$ cat src/rtl/rate_throttle_pkg.sv
package rate_throttle_pkg;

  // Pacing policy selected by the frame_mode pin
  typedef enum logic {
    PACE_WORD  = 1'b0,
    PACE_FRAME = 1'b1
  } pace_mode_e;

endpackage

$ cat src/rtl/rt_credit_acc.sv
module rt_credit_acc #(
  parameter int RATE_W = 8,
  parameter int CRED_W = 14
) (
  input  logic                     clk,
  input  logic                     rst_n,
  input  logic [RATE_W-1:0]        num,
  input  logic [RATE_W-1:0]        den,
  input  logic                     take,
  output logic signed [CRED_W-1:0] cred_q,
  output logic                     credit_ok
);

  localparam int EXT_W = CRED_W + 2;
  localparam logic signed [EXT_W-1:0] FLOOR = {{3{1'b1}}, {(CRED_W-1){1'b0}}};

  function automatic logic signed [EXT_W-1:0] widen_rate(input logic [RATE_W-1:0] r);
    return $signed({{(EXT_W-RATE_W){1'b0}}, r});
  endfunction

  function automatic logic signed [EXT_W-1:0] widen_cred(input logic signed [CRED_W-1:0] c);
    return $signed({{2{c[CRED_W-1]}}, c});
  endfunction

  // One clock of credit arithmetic: earn num, pay den on a beat, clamp both ends
  function automatic logic signed [CRED_W-1:0] step_credit(
    input logic signed [CRED_W-1:0] c,
    input logic [RATE_W-1:0]        n,
    input logic [RATE_W-1:0]        d,
    input logic                     tk
  );
    logic signed [EXT_W-1:0] s;
    s = widen_cred(c) + widen_rate(n);
    if (tk) s = s - widen_rate(d);
    if (s > widen_rate(d))  s = widen_rate(d);
    else if (s < FLOOR)     s = FLOOR;
    return $signed(s[CRED_W-1:0]);
  endfunction

  always_ff @(posedge clk or negedge rst_n) begin
    if (!rst_n) cred_q <= '0;
    else        cred_q <= step_credit(cred_q, num, den, take);
  end

  assign credit_ok = ~cred_q[CRED_W-1];

  // Credit never exceeds the denominator that was in force when it was computed
  assert_credit_cap_R5: assert property (@(posedge clk) disable iff (!rst_n)
    widen_cred(cred_q) <= $past(widen_rate(den)));

  // An idle cycle below the cap earns exactly num
  assert_idle_gain_R4: assert property (@(posedge clk) disable iff (!rst_n)
    (!take && (widen_cred(cred_q) + widen_rate(num) <= widen_rate(den)))
    |=> (widen_cred(cred_q) == $past(widen_cred(cred_q) + widen_rate(num))));

endmodule

$ cat src/rtl/rt_frame_track.sv
module rt_frame_track (
  input  logic clk,
  input  logic rst_n,
  input  logic xfer,
  input  logic last,
  input  logic frame_pace,
  output logic hold_q
);

  // hold_q: a frame opened under per-frame pacing is still running
  function automatic logic next_hold(input logic h, input logic x, input logic l, input logic fp);
    if (!x) return h;
    return !l && (fp || h);
  endfunction

  always_ff @(posedge clk or negedge rst_n) begin
    if (!rst_n) hold_q <= 1'b0;
    else        hold_q <= next_hold(hold_q, xfer, last, frame_pace);
  end

  // A held frame closes only on its tlast beat
  assert_hold_release_R9: assert property (@(posedge clk) disable iff (!rst_n)
    $fell(hold_q) |-> $past(xfer && last));

endmodule

$ cat src/rtl/stream_rate_throttle.sv
module stream_rate_throttle
  import rate_throttle_pkg::*;
#(
  parameter int DATA_W    = 8,
  parameter int KEEP_W    = (DATA_W + 7) / 8,
  parameter int RATE_W    = 8,
  parameter int CRED_HEAD = 6
) (
  input  logic              clk,
  input  logic              rst_n,
  input  logic [RATE_W-1:0] rate_num,
  input  logic [RATE_W-1:0] rate_den,
  input  logic              frame_mode,
  input  logic [DATA_W-1:0] s_tdata,
  input  logic [KEEP_W-1:0] s_tkeep,
  input  logic              s_tvalid,
  output logic              s_tready,
  input  logic              s_tlast,
  input  logic              s_tuser,
  output logic [DATA_W-1:0] m_tdata,
  output logic [KEEP_W-1:0] m_tkeep,
  output logic              m_tvalid,
  input  logic              m_tready,
  output logic              m_tlast,
  output logic              m_tuser
);

  localparam int CRED_W = RATE_W + CRED_HEAD;

  pace_mode_e               mode_sel;
  logic                     xfer;
  logic                     permit;
  logic                     credit_ok;
  logic                     hold_q;
  logic signed [CRED_W-1:0] cred_q;

  assign mode_sel = pace_mode_e'(frame_mode);

  rt_credit_acc #(
    .RATE_W(RATE_W),
    .CRED_W(CRED_W)
  ) acc_i (
    .clk      (clk),
    .rst_n    (rst_n),
    .num      (rate_num),
    .den      (rate_den),
    .take     (xfer),
    .cred_q   (cred_q),
    .credit_ok(credit_ok)
  );

  rt_frame_track trk_i (
    .clk       (clk),
    .rst_n     (rst_n),
    .xfer      (xfer),
    .last      (s_tlast),
    .frame_pace(mode_sel == PACE_FRAME),
    .hold_q    (hold_q)
  );

  // Open held frame runs free; otherwise a beat needs non-negative credit
  assign permit   = hold_q | credit_ok;
  assign s_tready = m_tready & permit;
  assign m_tvalid = s_tvalid & permit;
  assign xfer     = s_tvalid & s_tready;

  assign m_tdata = s_tdata;
  assign m_tkeep = s_tkeep;
  assign m_tlast = s_tlast;
  assign m_tuser = s_tuser;

  assert_out_needs_in_R1: assert property (@(posedge clk) disable iff (!rst_n)
    m_tvalid |-> s_tvalid);

  assert_backpressure_R2: assert property (@(posedge clk) disable iff (!rst_n)
    !m_tready |-> !s_tready);

  assert_frame_nostall_R6: assert property (@(posedge clk) disable iff (!rst_n)
    (hold_q && s_tvalid && m_tready) |-> s_tready);

  assert_pace_gate_R4: assert property (@(posedge clk) disable iff (!rst_n)
    (xfer && !hold_q) |-> (cred_q >= 0));

endmodule

$ cat config.mk
export PLATFORM = sky130hd
export DESIGN_NAME = stream_rate_throttle
export DESIGN_NICKNAME = d
export VERILOG_FILES = /design/src/rtl/rate_throttle_pkg.sv /design/src/rtl/rt_credit_acc.sv /design/src/rtl/rt_frame_track.sv /design/src/rtl/stream_rate_throttle.sv
export SDC_FILE = /design/constraint.sdc
export NUM_CORES = 1
export LEC_CHECK = 0
export CAP_MARGIN = 20
export CORE_ASPECT_RATIO = 0.75
export CORE_MARGIN = 3
export CORE_UTILIZATION = 45
export DETAILED_ROUTE_END_ITERATION = 8
export PLACE_DENSITY = 0.83
export SYNTH_ARGS = -nofsm -noshare
export SYNTH_HDL_FRONTEND = slang
export SYNTH_SLANG_ARGS = --single-unit
$ cat constraint.sdc
create_clock -name clk -period 9.8 [get_ports clk]
set_clock_uncertainty 0.15 [all_clocks]
set_input_delay 2.94 -clock clk [delete_from_list [all_inputs] [get_ports clk]]
set_output_delay 2.94 -clock clk [all_outputs]
set_load 0.01 [all_outputs]
==> impl_metrics.env <==
export IMPL_grt_max_degree=16
export IMPL_area_growth_pct=11.6
export IMPL_cts_inserted_buffers=3
export IMPL_slowest_stage="o31ai_4"
export IMPL_synth_cell_area_sq_um=2150
export IMPL_gr_max_usage_layer="met1"
export IMPL_worst_path_max_fanout=12
export IMPL_dpl_hpwl_um=3940
export IMPL_synth_seq_area_share_pct=17.5
export IMPL_die_h_um=65.9
export IMPL_relSlewSlack_pct=38.5
export IMPL_ys_flop_type="dfrtp_1"
export IMPL_yosysMostFrequentCell="ha_1"
export IMPL_clk_path_buf_depth=2
export IMPL_grt_pass1_wl_um=7910
export IMPL_synthCells=239
export IMPL_synth_edf_count=0
export IMPL_cts_hold_buf=0
export IMPL_grt_pass1_vias=1640
export IMPL_path_class="in -> reg"
export IMPL_antenna_found_initial=0
export IMPL_drt_initial_drc_count=152
export IMPL_crit_chain="clkdlybuf4s50_1 -> ha_1 -> inv_1 -> fa_1 -> nand2b_1 -> nand2b_1 -> a21oi_1 -> xnor2_1 -> ha_1 -> o21a_1 -> o31a_1 -> o21a_1 -> nor2_1 -> xnor2_1 -> mux2_2 -> ha_1 -> a21o_1 -> a21oi_1 -> o21a_1 -> o2111ai_2 -> o31ai_4 -> mux2_2"
export IMPL_placed_area_sq_um=2350
export IMPL_setup_violations=0
export IMPL_dr_pass1_iters=4
export IMPL_fin_nets=311
export IMPL_status="finished, final reports clean"
export IMPL_synth_top_cell_area_share_pct=17.5
export IMPL_clkTransAtPathRegs_ns=0.06
export IMPL_period_minus_slack_ns=7.81
export IMPL_dr_total_vias=1729
export IMPL_min_period_over_period_pct=79.7
export IMPL_avgRoutedWirePerCell_um=15.4
export IMPL_grtUsageMet2_pct=25.6
export IMPL_post_route_drc_count=0
export IMPL_tns_ns=0
export IMPL_wl_um=4750
export IMPL_htree_num_levels=1
export IMPL_die_w_um=85.8
export IMPL_yosys_top_cells_area="dfrtp_1 17%, ha_1 15%, xnor2_1 4.9%"
export IMPL_ys_ff_latch=15
export IMPL_viasPerCell=5.61
export IMPL_grt_overflow=0
export IMPL_slew_violations=0
export IMPL_syn_avg_cell_area_sq_um=8.99
export IMPL_rsz0062_at_grt="no"
export IMPL_numClockSinks=15
export IMPL_cts_setup_buffers=0
export IMPL_clock_root_buffer="clkbuf_8"
export IMPL_power_density_nw_per_um2=404
export IMPL_synth_cell_types=60
export IMPL_end_kind="flip-flop"
export IMPL_required_ns=9.79
export IMPL_hp_class="reg -> reg"
export IMPL_gr_usage_all_layers_pct=17.7
export IMPL_p_leak_nw=1.06
export IMPL_met3_usage_pct=2.37
export IMPL_antenna_cells=0
export IMPL_hold_viol=0
export IMPL_async_flop_share_pct=100
export IMPL_port_buffers=24
export IMPL_num_rows=21
export IMPL_slowest_delay_ns=0.60
export IMPL_peakVddDrop_mv=0.229
export IMPL_start_util_pct=47.3
export IMPL_synthTopCellsByCount="25 x ha_1, 16 x nor2_1, 15 x dfrtp_1"
export IMPL_cts_tree="built"
export IMPL_drv_cap=0
export IMPL_design_die_area_sq_um=5650
export IMPL_cp_arrival_ns=7.80
export IMPL_gp_congestion=0.980
export IMPL_worstMarginPinSlew_ns=0.916
export IMPL_ys_warn_count=0
export IMPL_ant_nets=0
export IMPL_drive_gt1_share_pct=12.7
export IMPL_fmax_ghz=0.128
export IMPL_core_area_sq_um=4550
export IMPL_design_area_sq_um=2400
export IMPL_clock_latency_ns=0.25
export IMPL_start_kind="primary input"
export IMPL_synthesis_nets=298
export IMPL_met1_usage_pct=27.3
export IMPL_synth_top_area_cell="dfrtp_1"
export IMPL_num_io_pins=45
export IMPL_cts_resized_gates=0
==> per-layer routing <==
| metal | wire, um | vias up |
|---|---|---|
| met1 | 2470 | 799 |
| met2 | 1890 | 54 |
| met3 | 331 | 6 |
| li1 | - | 870 |
| met5 | 0 | - |
| met4 | 56 | 0 |
==> cells by family after synthesis <==
| logic type | count (synthesis) | share of synthesized area, % |
|---|---|---|
| compound gates | 63 | 23.8 |
| mux | 12 | 6.52 |
| flops | 15 | 17.5 |
| simple gates | 71 | 18.7 |
| buf+inv | 30 | 7.63 |
| xor+xnor | 21 | 9.43 |
| fa+ha+maj | 27 | 16.4 |
==> layout by cell type (no fill, tap or decap), types with 2 or more instances in the layout <==
master,count
ha_1,25
nand2_1,14
a211oi_1,3
xnor2_1,12
a21oi_2,3
nand3_1,6
inv_1,14
o211ai_1,3
a21o_1,8
dfrtp_1,15
nor3_1,4
nand4_1,2
o21a_1,5
xor2_1,8
mux2i_1,5
o21ai_1,2
o211ai_2,2
clkdlybuf4s50_1,24
mux2_4,3
fa_1,2
a21oi_1,13
and2_1,3
nor2_1,16
nand2b_1,7
clkbuf_8,3
mux2_2,3
o21ai_0,7
nor3b_2,3
nor2b_1,6
==> worst paths after layout <==
| kind | start | to | slack, ns | cells after the start |
|---|---|---|---|---|
| max | rate_num[0] | acc_i.cred_q[0] | 1.99 | 22 |
| min | trk_i.hold_q | trk_i.hold_q | 0.38 | 2 |
| max in group asynchronous | rst_n | acc_i.cred_q[5] | 6.14 | 1 |
| min in group asynchronous | rst_n | acc_i.cred_q[11] | 2.94 | 1 |
| min reg2reg | trk_i.hold_q | trk_i.hold_q | 0.38 | 2 |
| max reg2reg | acc_i.cred_q[0] | acc_i.cred_q[0] | 4.82 | 21 |
==> layout make-up <==
cell class | instances | area, sq um
Timing Repair Buffer | 24 | 240
Clock inverter | 1 | 7.51
Clock buffer | 3 | 41.3
Multi-Input combinational cell | 194 | 1610
Inverter | 14 | 52.6
Sequential cell | 15 | 375
Tap cell | 57 | 71.3
Fill cell | 412 | 2150
==> per-stage QoR <==
stage	cells	setup WS, ns	total power [mW]	hold slack [ns]	utilization (%)
floorplan	239	2.80	0.753	0.333	-
global placement	304	1.92	0.878	0.354	51.7
detailed placement	304	1.83	0.900	0.367	51.7
CTS	308	2.05	0.958	0.385	52.8
global route	308	1.69	1.06	0.438	52.8
finish	308	1.99	0.969	0.385	52.8
==> worst max-delay path: cells and delay by family <==
family,cells,cell delay [ns]
and+or+nand+nor,3,0.38
adders and majority gates,4,1.22
xor gates and xnor gates,2,0.35
muxes,2,0.69
buffers and inverters,2,0.53
AOI/OAI and AO/OA,9,1.70
==> registers in the layout, indices dropped and copies added (netlist names) <==
name	cells
trk_i.hold_q	1
acc_i.cred_q	14
==> report_power, final <==
part / internal [mW] / leakage (nW) / switching (mW)
logic: 0.366 / 0.858 / 0.434
registers: 0.0933 / 0.181 / 0.0244
clock network: 0.0286 / 0.0217 / 0.0231
(Power assumes the default switching activity.)
